[src/rtl/tx10_pkg.sv]
package tx10_pkg;
    typedef enum logic [1:0] {
        ST_IDLE = 2'd0,
        ST_SEND = 2'd1,
        ST_JAB  = 2'd2
    } tx_state_e;
endpackage

[src/rtl/tx10_serializer.sv]
module tx10_serializer #(
    parameter int NIB_W = 4
) (
    input  logic             clk,
    input  logic             rst_n,
    input  logic             load,
    input  logic             run,
    input  logic [NIB_W-1:0] nib_in,
    output logic             last_half,
    output logic             second_half,
    output logic             line_bit
);
    localparam int PH_N  = 2 * NIB_W;
    localparam int PH_W  = $clog2(PH_N);
    localparam int BIT_W = (NIB_W > 1) ? $clog2(NIB_W) : 1;
    localparam logic [PH_W-1:0] PH_LAST = PH_W'(PH_N - 1);

    logic [PH_W-1:0]  ph;
    logic [NIB_W-1:0] sh;
    logic [BIT_W-1:0] bidx;
    logic             cur;

    // half-bit phase counter and nibble holding register
    always_ff @(posedge clk) begin
        if (!rst_n) begin
            ph <= '0;
            sh <= '0;
        end else if (load) begin
            ph <= '0;
            sh <= nib_in;
        end else if (run) begin
            ph <= (ph == PH_LAST) ? '0 : ph + 1'b1;
        end else begin
            ph <= '0;
        end
    end

    always_comb begin
        bidx        = BIT_W'(ph >> 1);
        cur         = sh[bidx];
        second_half = ph[0];
        last_half   = run && (ph == PH_LAST);
        line_bit    = run && (ph[0] ? cur : ~cur);
    end

    // held nibble only changes on a load
    p_nib_hold_r3: assert property (@(posedge clk) disable iff (!rst_n)
        (run && !load) |=> $stable(sh));
endmodule

[src/rtl/tx10_jab_timer.sv]
module tx10_jab_timer #(
    parameter int JAB_CYC   = 1_000_000,
    parameter int UNJAB_CYC = 10_000_000
) (
    input  logic clk,
    input  logic rst_n,
    input  logic tx_en,
    input  logic in_jab,
    output logic trip,
    output logic release_jab
);
    localparam int ON_W  = $clog2(JAB_CYC + 1);
    localparam int OFF_W = $clog2(UNJAB_CYC + 1);
    localparam logic [ON_W-1:0]  ON_LAST  = ON_W'(JAB_CYC - 1);
    localparam logic [OFF_W-1:0] OFF_LAST = OFF_W'(UNJAB_CYC - 1);

    logic [ON_W-1:0]  on_cnt;
    logic [OFF_W-1:0] off_cnt;

    // consecutive high edges of tx_en outside lockout
    always_ff @(posedge clk) begin
        if (!rst_n) begin
            on_cnt <= '0;
        end else if (in_jab || !tx_en) begin
            on_cnt <= '0;
        end else if (on_cnt != ON_LAST) begin
            on_cnt <= on_cnt + 1'b1;
        end
    end

    // consecutive low edges of tx_en inside lockout
    always_ff @(posedge clk) begin
        if (!rst_n) begin
            off_cnt <= '0;
        end else if (!in_jab || tx_en) begin
            off_cnt <= '0;
        end else if (off_cnt != OFF_LAST) begin
            off_cnt <= off_cnt + 1'b1;
        end
    end

    always_comb begin
        trip        = !in_jab && tx_en && (on_cnt == ON_LAST);
        release_jab = in_jab && !tx_en && (off_cnt == OFF_LAST);
    end

    // the run-length count never passes the limit
    p_on_bound_r6: assert property (@(posedge clk) disable iff (!rst_n)
        on_cnt <= ON_LAST);
    // a high edge in lockout restarts the idle count
    p_unjab_restart_r8: assert property (@(posedge clk) disable iff (!rst_n)
        (in_jab && tx_en) |=> (off_cnt == '0));
endmodule

[src/rtl/tx10_link_timer.sv]
module tx10_link_timer #(
    parameter int LP_PERIOD = 320_000,
    parameter int LP_WIDTH  = 2
) (
    input  logic clk,
    input  logic rst_n,
    input  logic active,
    output logic pulse
);
    localparam int CNT_W = $clog2(LP_PERIOD);
    localparam logic [CNT_W-1:0] CNT_LAST = CNT_W'(LP_PERIOD - 1);
    localparam logic [CNT_W-1:0] CNT_ON   = CNT_W'(LP_PERIOD - LP_WIDTH);

    logic [CNT_W-1:0] cnt;

    always_ff @(posedge clk) begin
        if (!rst_n || !active) begin
            cnt <= '0;
        end else begin
            cnt <= (cnt == CNT_LAST) ? '0 : cnt + 1'b1;
        end
    end

    always_comb pulse = active && (cnt >= CNT_ON);

    // a pulse that ends while idle has lasted the full width
    p_pulse_wrap_r5: assert property (@(posedge clk) disable iff (!rst_n)
        (active && pulse && cnt == CNT_LAST) |=> (cnt == '0));
endmodule

[src/rtl/tx10_jabber_tx.sv]
module tx10_jabber_tx
    import tx10_pkg::*;
#(
    parameter int NIB_W     = 4,
    parameter int JAB_CYC   = 1_000_000,
    parameter int UNJAB_CYC = 10_000_000,
    parameter int LP_PERIOD = 320_000,
    parameter int LP_WIDTH  = 2
) (
    input  logic             clk,
    input  logic             rst_n,
    input  logic             tx_en,
    input  logic [NIB_W-1:0] txd,
    output logic             nib_req,
    output logic             mdi_bit,
    output logic             link_pulse,
    output logic             jabber
);
    tx_state_e st, st_nx;
    logic      load, run, last_half, second_half;
    logic      trip, release_jab, line_bit, lp_raw;

    tx10_serializer #(.NIB_W(NIB_W)) u_ser (
        .clk(clk), .rst_n(rst_n), .load(load), .run(run), .nib_in(txd),
        .last_half(last_half), .second_half(second_half), .line_bit(line_bit)
    );

    tx10_jab_timer #(.JAB_CYC(JAB_CYC), .UNJAB_CYC(UNJAB_CYC)) u_jab (
        .clk(clk), .rst_n(rst_n), .tx_en(tx_en), .in_jab(st == ST_JAB),
        .trip(trip), .release_jab(release_jab)
    );

    tx10_link_timer #(.LP_PERIOD(LP_PERIOD), .LP_WIDTH(LP_WIDTH)) u_lp (
        .clk(clk), .rst_n(rst_n), .active(st == ST_IDLE), .pulse(lp_raw)
    );

    // state register
    always_ff @(posedge clk) begin
        if (!rst_n) st <= ST_IDLE;
        else        st <= st_nx;
    end

    // next-state logic
    always_comb begin
        st_nx = st;
        unique case (st)
            ST_IDLE: begin
                if (trip)       st_nx = ST_JAB;
                else if (tx_en) st_nx = ST_SEND;
            end
            ST_SEND: begin
                if (trip)                   st_nx = ST_JAB;
                else if (last_half && !tx_en) st_nx = ST_IDLE;
            end
            ST_JAB: begin
                if (release_jab) st_nx = ST_IDLE;
            end
            default: st_nx = ST_IDLE;
        endcase
    end

    // outputs
    always_comb begin
        run        = (st == ST_SEND);
        load       = !trip && tx_en &&
                     ((st == ST_IDLE) || (st == ST_SEND && last_half));
        nib_req    = load;
        mdi_bit    = line_bit;
        link_pulse = lp_raw;
        jabber     = (st == ST_JAB);
    end

    // within a bit the second half is the inverse of the first
    p_manch_pair_r2: assert property (@(posedge clk) disable iff (!rst_n)
        (st == ST_SEND && !second_half && !trip) |=> (mdi_bit != $past(mdi_bit)));
    // a trip always lands in lockout
    p_trip_enter_r6: assert property (@(posedge clk) disable iff (!rst_n)
        trip |=> jabber);
    // lockout keeps the line, the pulses and the strobe quiet
    p_jab_quiet_r7: assert property (@(posedge clk) disable iff (!rst_n)
        jabber |-> (!mdi_bit && !link_pulse && !nib_req));
    // lockout holds until the release condition
    p_jab_hold_r8: assert property (@(posedge clk) disable iff (!rst_n)
        (jabber && !release_jab) |=> jabber);
    // no link pulse while a frame is on the line
    p_no_pulse_busy_r5: assert property (@(posedge clk) disable iff (!rst_n)
        (st == ST_SEND) |-> !link_pulse);
    // leaving transmission happens only at a nibble boundary or by trip
    p_end_boundary_r4: assert property (@(posedge clk) disable iff (!rst_n)
        (st == ST_SEND && !last_half && !trip) |=> (st == ST_SEND));
endmodule

[config.mk]
export PLATFORM = sky130hd
export DESIGN_NAME = tx10_jabber_tx
export DESIGN_NICKNAME = d
export VERILOG_FILES = /design/src/rtl/tx10_pkg.sv /design/src/rtl/tx10_serializer.sv /design/src/rtl/tx10_jab_timer.sv /design/src/rtl/tx10_link_timer.sv /design/src/rtl/tx10_jabber_tx.sv
export SDC_FILE = /design/constraint.sdc
export NUM_CORES = 1
export LEC_CHECK = 0
export BUFFER_PORTS_ARGS = -buffer_cell sky130_fd_sc_hd__clkbuf_2
export CORE_UTILIZATION = 35
export CTS_BUF_LIST = sky130_fd_sc_hd__clkbuf_4 sky130_fd_sc_hd__clkbuf_8
export DETAILED_ROUTE_END_ITERATION = 8
export GPL_ROUTABILITY_DRIVEN = 0
export MAX_ROUTING_LAYER = met4
export SLEW_MARGIN = 5
export SYNTH_ARGS = -nofsm -noshare
export SYNTH_HDL_FRONTEND = slang
export SYNTH_SLANG_ARGS = --single-unit
[constraint.sdc]
create_clock -name clk -period 5.7 [get_ports clk]
set_input_delay 0.285 -clock clk [delete_from_list [all_inputs] [get_ports clk]]
set_output_delay 0.285 -clock clk [all_outputs]
set_load 0.02 [all_outputs]
==> impl_metrics.toml, run 1 <==
[yosys]
seq_area_frac_synth_pct = 43.3
synth.avg_cell_area_um2 = 8.69
synth_top_cell_by_area = "dfxtp_1"
synth_flop_cell = "dfxtp_1"
synth_area_um2 = 3330
synth-edff-count = 0
synth_top_area_share_pct = 43.3
synth_area_leaders = "dfxtp_1 43%, nor2_1 7.2%, xor2_1 6.8%, xnor2_1 5.5%, nand2_1 4.4%"
synth.ff_latch_count = 72
synth_nets = 396
yosysUniqueCellTypes = 46
synthCells = 383
yosys_warnings = 0
async_flop_share_pct = 0
synth_most_common_cell = "dfxtp_1"
yosys-top-cells-count = "72 x dfxtp_1, 64 x nor2_1, 39 x nand2_1, 26 x xor2_1"

[worst_setup_path]
r2r-end = "u_jab.off_cnt[1]"
critical_path_class = "reg2out"
crit_chain = "or4_1 > nor3_1 > a2111oi_0 > nor4b_1 > clkbuf_2"
critPathCaptureType = "primary output"
required_ns = 5.41
rr_worst_depth = 6
cpPeakStageDelay_ns = 0.57
slowest_stage = "or4_1"
path_max_fanout = 3
reg2reg_setup_slack_ns = 3.66
arrival_ns = 2.27
timing.rr.start = "u_jab.off_cnt[0]"
cp-start-kind = "register"

[power]
sw_frac_of_total_pct = 21.3
seq_power_share_pct = 52.6
clkPwrFrac_pct = 45.0
power_mw = 0.974
p_comb_share_pct = 2.5
p_per_area_nw_per_um2 = 263
switching_power_mw = 0.208
p_leak_nw = 1.26
internal_power_mw = 0.766
vdd_drop_max_uv = 141

[routing]
routed_wl_um = 6030
avgRoutedWirePerCell_um = 11.4
drc = 0
via_per_inst = 4.94
drtIter0Drc = 136
via_count = 2617
drtPass1Iterations = 4
drtAntennaViolNets = 0

[cts]
hold_buffers = 0
post_cts_resized = 0
post_cts_buffers = 0
clk_path_buf_depth = 2
cts_buffers = 9
cts.sinks = 72
clockRootBuffer = "clkbuf_8"
cts_max_level = 3
cts_tree = "yes"
clk_pin_slew_ns = 0.07
clock_latency_ns = 0.34

[job]
max_cap_viol_count = 0

[finish]
fin_nets = 409
drive_above_1_share_pct = 9.73
fin_util_pct = 40.1
syn_to_final_growth_pct = 11.4
antenna_cells = 0

[die]
fp.dieH_um = 99.5
ios = 11
core_area_um2 = 9240
die_area_um2 = 9900
die_x_um = 99.5
rows = 35
initial_core_util_pct = 36.0

[sta]
skew_ns = 0.00891
timing.final.crit_share_pct = 44.8
slew_violations = 0
fin_ws_ns = 3.15
min_period_ns = 2.55
setup_viol = 0
slew_headroom_pct = 37.9
rsz0062_at_grt = "false"
worst_slew_pin_slew_ns = 0.923
timing.setup.tns_ns = 0
fmax_ghz = 0.391
hold_violations = 0

[grt]
antenna_found_initial = 0
grt_pass1_wl_um = 10400
grt_max_degree = 24
grt_overflow_total = 0
grt_pass1_vias = 2355
track_usage_pct = 13.5

[placement]
dp_hpwl_um = 4170
pre_cts_ws_ns = 3.49
io_buffers = 10

[min_path]
min_to = "u_ser.sh[2]"
hold_class = "in2reg"
whs_path_depth = 3
hold_start = "txd[2]"

[outcome]
status = "finished, final reports clean"
kinds of logic (layout without fill, tap and decap cells):
kind of cell	Yosys count	after routing	synth area share, %
AND/OR/NAND/NOR	203	203	31.1
flip-flops	72	72	43.3
XOR/XNOR	47	47	12.4
AO/OA/AOI/OAI	32	32	6.17
buffers and inverters	16	34	2.29
multiplexers	7	7	2.48
adder cells (fa/ha/maj)	6	6	2.26
cell usage in the layout (no fill, tap or decap), types with 4 or more instances in the layout:
cell / synthesis / layout
mux2i_1: 6 / 6
o21ai_0: 6 / 6
dfxtp_1: 72 / 72
and3_1: 7 / 7
nor2_1: 64 / 64
nand3_1: 21 / 21
or3_1: 7 / 7
inv_1: 8 / 8
clkbuf_2: 0 / 10
and4_1: 4 / 4
nand2_1: 39 / 39
a21oi_1: 10 / 10
nor3_1: 14 / 14
nor4b_1: 5 / 5
nor4_1: 8 / 8
nand4_1: 14 / 14
clkbuf_8: 0 / 9
ha_1: 6 / 6
xnor2_1: 21 / 21
xor2_1: 26 / 26
flip-flops by register name (all words and copies together), names as in the netlist:
| signal | cells |
|---|---|
| u_jab.on_cnt | 20 |
| st | 2 |
| u_jab.off_cnt | 24 |
| u_ser.ph | 3 |
| u_ser.sh | 4 |
| u_lp.cnt | 19 |
cell type report:
class | count | area [um^2]
clock inverters | 6 | 83.8
multi-input cells | 295 | 1810
flip-flops and latches | 72 | 1440
repair buffers | 10 | 50.0
inverters | 8 | 30.0
clock buffers | 10 | 131
well taps | 129 | 161
fillers | 928 | 5530
critical path: cells and delay by family (launching register included):
kind / cells / cell delay [ns]
buf+inv: 1 / 0.25
flops: 1 / 0.34
compound gates: 1 / 0.15
simple gates: 3 / 1.19
per-layer routing:
metal | up-vias | GRT usage [%] | wire length [um]
met5 | - | - | 0
met4 | 0 | 7.69 | 95
met3 | 8 | 2.74 | 225
met2 | 45 | 20.0 | 2590
met1 | 1203 | 17.0 | 3120
li1 | 1361 | - | -
power groups by stage:
| stage | logic [mW] | registers, mW | clock network (mW) |
|---|---|---|---|
| 3_3_place_gp | 0.0238 | 0.523 | 0 |
| 4_1_cts | 0.0243 | 0.512 | 0.456 |
| 6_report | 0.0239 | 0.512 | 0.438 |
| 2_1_floorplan | 0.0190 | 0.523 | 0 |
| 5_1_grt | 0.0269 | 0.513 | 0.472 |
| 3_5_place_dp | 0.0243 | 0.524 | 0 |
how the worst max path moves through the flow:
stage	startpoint	cells past startpoint	end
final	u_lp.cnt[12]	5	link_pulse
after detailed placement	u_lp.cnt[12]	5	link_pulse
after floorplan	u_lp.cnt[12]	4	link_pulse
after global placement	u_lp.cnt[12]	5	link_pulse
after global routing	u_lp.cnt[12]	5	link_pulse
after CTS	u_lp.cnt[12]	5	link_pulse
through the flow:
stage	hold slack, ns	cell area (um^2)	instances
2_1_floorplan	0.424	3330	383
3_3_place_gp	0.445	3490	514
3_5_place_dp	0.447	3490	514
4_1_cts	0.146	3710	530
5_1_grt	0.167	3710	530
6_report	0.165	3710	530
Power figures use the tool's default switching activity.
==> run 2, diff against run 1 <==
==> constraint.sdc (replaced) <==
create_clock -name clk -period 2.63 [get_ports clk]
set_input_delay 0.1315 -clock clk [delete_from_list [all_inputs] [get_ports clk]]
set_output_delay 0.1315 -clock clk [all_outputs]
set_load 0.02 [all_outputs]
==> impl_metrics.toml, run 2 (synthesized netlist as in run 1, its figures left out) <==
[outcome]
status = "finished, final reports clean"

[worst_setup_path]
critical_path_class = "reg2out"
cp-start-kind = "register"
reg2reg_setup_slack_ns = 0.62
critPathCaptureType = "primary output"
arrival_ns = 2.16
required_ns = 2.50
path_max_fanout = 5

[sta]
skew_ns = 0.0127
rsz0062_at_grt = "false"
timing.setup.tns_ns = 0
min_period_ns = 2.29
timing.final.crit_share_pct = 87.1
fmax_ghz = 0.436
slew_headroom_pct = 40.4
hold_violations = 0
setup_viol = 0
slew_violations = 0
fin_ws_ns = 0.338
hold_ws_ns = 0.0100
worst_slew_pin_slew_ns = 0.886

[finish]
layout_commonest_cell = "dfxtp_1"
layout_common_cells = "72 x dfxtp_1, 64 x nor2_1, 39 x nand2_1"
fillers = 960
antenna_cells = 0
multi_input_area_um2 = 1810
syn_to_final_growth_pct = 12.6
drive_above_1_share_pct = 10.4
seq_area_um2 = 1440
regMostFlops = "u_jab.off_cnt"
stdcell_count = 533
top_regs = "u_jab.off_cnt (24), u_jab.on_cnt (20), u_lp.cnt (19)"
fin_nets = 412
largest_reg_flops = 24

[cts]
clockRootBuffer = "clkbuf_8"
clk_pin_slew_ns = 0.08
clk_path_buf_depth = 2
cts_max_level = 3
cts_tree = "yes"
post_cts_resized = 0
cts.sinks = 72
post_cts_buffers = 0
cts_buffers = 9
hold_buffers = 0
clock_latency_ns = 0.35

[die]
initial_core_util_pct = 36.0
fp.dieH_um = 99.5
die_area_um2 = 9900
core_area_um2 = 9240
ios = 11
die_x_um = 99.5
rows = 35

[power]
internal_power_mw = 1.68
switching_power_mw = 0.466
p_leak_nw = 1.27
sw_frac_of_total_pct = 21.7
clkPwrFrac_pct = 45.9
vdd_drop_max_uv = 291
p_comb_share_pct = 2.5
seq_power_share_pct = 51.6
p_per_area_nw_per_um2 = 574
power_mw = 2.15

[routing]
drtIter0Drc = 157
avgRoutedWirePerCell_um = 12.0
drtPass1Iterations = 4
via_per_inst = 5.03
drtAntennaViolNets = 0
routed_wl_um = 6420
via_count = 2679
drc = 0

[placement]
placed_cells = 517
pre_cts_ws_ns = 0.642
io_buffers = 10
dp_hpwl_um = 4500

[grt]
grt_pass1_vias = 2415
grt_max_degree = 18
track_usage_pct = 14.7
grt_overflow_total = 0
grt_pass1_wl_um = 11300
antenna_found_initial = 0

[job]
max_cap_viol_count = 0

[min_path]
hold_class = "in2reg"
==> run 2: cell types whose count changed in the layout (fill, tap and decap cells not counted) <==
cell / change
clkinv_2: -3
clkbuf_8: +1
clkbuf_4: -1
clkinv_4: +1
buf_4: +3
clkinvlp_4: +2
==> run 2: cell type report <==
type | count | share of cell area, %
Multi-Input combinational cell | 295 | 48.3
Sequential cell | 72 | 38.5
Tap cell | 129 | 4.31
Clock buffer | 10 | 3.68
Clock inverter | 6 | 2.47
Timing Repair Buffer | 13 | 1.94
Inverter | 8 | 0.802
==> run 2: final timing paths <==
check	end	start	depth (start not counted)
min reg2reg	u_ser.sh[0]	u_ser.sh[0]	2
max	link_pulse	u_lp.cnt[10]	5
min	u_ser.sh[1]	txd[1]	3
max reg2reg	st[1]	u_jab.off_cnt[0]	6
==> run 2: through the flow <==
step                      utilization (%)  area, um^2
after global placement               38.0        3510
after floorplan                         -        3330
after CTS                            40.5        3740
final                                40.5        3740
after detailed placement             38.0        3510
after global routing                 40.5        3740
==> run 2: routing by layer <==
layer  track usage [%]  up-vias  part of all wire [%]
li1                  -     1375                     -
met1              19.5     1257                    52
met2              21.1       36                    43
met3              3.37       11                   3.2
met4              7.01        0                   2.0
met5                 -        -                     0
==> run 2: critical path, stage by stage, from the launching register on <==
cell,delay (ns)
dfxtp_1,0.35
or4_1,0.57
nor3_1,0.21
a2111oi_0,0.13
nor4b_1,0.33
clkbuf_2,0.24
==> run 2: power groups by stage <==
stage	clock network [mW]	logic, mW	registers (mW)
6_report	0.987	0.0529	1.11
2_1_floorplan	0	0.0413	1.13
5_1_grt	1.07	0.0606	1.11
3_3_place_gp	0	0.0523	1.13
3_5_place_dp	0	0.0535	1.14
4_1_cts	1.02	0.0537	1.11
==> run 3, diff against run 2 <==
==> constraint.sdc (replaced) <==
create_clock -name clk -period 2.7 [get_ports clk]
set_input_delay 0.135 -clock clk [delete_from_list [all_inputs] [get_ports clk]]
set_output_delay 0.135 -clock clk [all_outputs]
set_load 0.02 [all_outputs]
==> impl_metrics.toml, run 3 (synthesized netlist as in run 1, its figures left out) <==
[outcome]
status = "finished, final reports clean"

[die]
die_area_um2 = 9900
die_x_um = 99.5
core_area_um2 = 9240
rows = 35
fp.dieH_um = 99.5
ios = 11
initial_core_util_pct = 36.0

[finish]
largest_reg_flops = 24
drive_above_1_share_pct = 10.1
fillers = 933
layout_common_cells = "72 x dfxtp_1, 64 x nor2_1, 39 x nand2_1"
top_regs = "u_jab.off_cnt (24), u_jab.on_cnt (20), u_lp.cnt (19)"
antenna_cells = 0
syn_to_final_growth_pct = 12.3
regMostFlops = "u_jab.off_cnt"
fin_nets = 412
layout_commonest_cell = "dfxtp_1"

[sta]
skew_ns = 0.00978
hold_violations = 0
worst_slew_pin_slew_ns = 0.914
fmax_ghz = 0.420
setup_viol = 0
timing.setup.tns_ns = 0
timing.final.crit_share_pct = 88.1
rsz0062_at_grt = "false"
min_period_ns = 2.38
slew_violations = 0
slew_headroom_pct = 38.5

[worst_setup_path]
arrival_ns = 2.24
critPathCaptureType = "primary output"
path_delay_family = "simple AND/OR/NAND/NOR gates"
cp-start-kind = "register"
path_buf_inv = 1
critical_path_class = "reg2out"
crit_chain = "ha_1 > nand3_4 > or3_1 > and4b_1 > clkbuf_2"
slowest_stage = "or3_1"
path_max_fanout = 9
required_ns = 2.57
cpPeakStageDelay_ns = 0.52

[power]
sw_frac_of_total_pct = 22.2
internal_power_mw = 1.61
clkPwrFrac_pct = 45.3
p_leak_nw = 1.27
switching_power_mw = 0.460
power_mw = 2.07
seq_power_share_pct = 52.1
p_per_area_nw_per_um2 = 555
p_comb_share_pct = 2.5
vdd_drop_max_uv = 273

[min_path]
hold_class = "in2reg"

[cts]
clock_latency_ns = 0.35
cts.sinks = 72
cts_tree = "yes"
cts_buffers = 9
clockRootBuffer = "clkbuf_8"
post_cts_resized = 0
cts_max_level = 3
clk_path_buf_depth = 2
clk_pin_slew_ns = 0.07

[placement]
dp_hpwl_um = 4370
io_buffers = 10

[routing]
drtIter0Drc = 114
via_count = 2632
routed_wl_um = 6140
drtAntennaViolNets = 0
avgRoutedWirePerCell_um = 11.5
drc = 0
via_per_inst = 4.94
drtPass1Iterations = 4

[job]
max_cap_viol_count = 0

[grt]
track_usage_pct = 14.2
grt_max_degree = 18
antenna_found_initial = 0
grt_pass1_vias = 2460
grt_pass1_wl_um = 11000
grt_overflow_total = 0
## run 3: metal layers
metal,GRT usage [%],vias up,part of all wire [%]
met2,20.2,38,43
met4,7.81,0,1.9
met5,-,-,0
li1,-,1369,-
met1,18.6,1214,51
met3,3.16,11,3.5
## run 3: power groups by stage
stage	clock [mW]	combinational (mW)	sequential, mW
floorplan	0	0.0402	1.10
global placement	0	0.0510	1.11
detailed placement	0	0.0521	1.11
CTS	0.965	0.0533	1.08
global route	1.01	0.0595	1.08
finish	0.940	0.0522	1.08
## run 3: layout make-up
class                           count  area [um^2]  area share (%)
Tap cell                          129          161            4.32
Sequential cell                    72         1440            38.6
Timing Repair Buffer               13         75.1            2.01
Clock buffer                        9          124            3.32
Clock inverter                      7         95.1            2.55
Multi-Input combinational cell    295         1810            48.4
Inverter                            8         30.0           0.804
## run 3: worst paths after layout
check | start | endpoint | slack (ns) | cells after the start
max | u_jab.on_cnt[0] | nib_req | 0.32 | 5
min | txd[2] | u_ser.sh[2] | 0.01 | 3
max reg2reg | u_jab.off_cnt[0] | u_jab.off_cnt[1] | 0.69 | 6
min reg2reg | u_ser.sh[2] | u_ser.sh[2] | 0.47 | 2
## run 3: metrics by stage
step | utilization (%) | cells | setup WS [ns] | hold WS, ns | area, um^2
global placement | 38.0 | 516 | 0.743 | 0.366 | 3510
detailed placement | 38.0 | 516 | 0.682 | 0.372 | 3510
CTS | 40.4 | 533 | 0.299 | 0.00343 | 3740
floorplan | - | 383 | 0.686 | 0.274 | 3330
finish | 40.4 | 533 | 0.321 | 0.0105 | 3740
global route | 40.4 | 533 | 0.131 | 0.00597 | 3740
## run 3: tightest hold or removal path, delay by kind of cell
family	cells	cell delay (ns)
and+or+nand+nor	1	0.04
muxes	1	0.05
buffers and inverters	1	0.08
## run 3: timing repair
action                                 in CTS  in global routing
hold buffers                                1                  0
endpoints found under the hold margin       1                  0
setup buffers                               0                  0
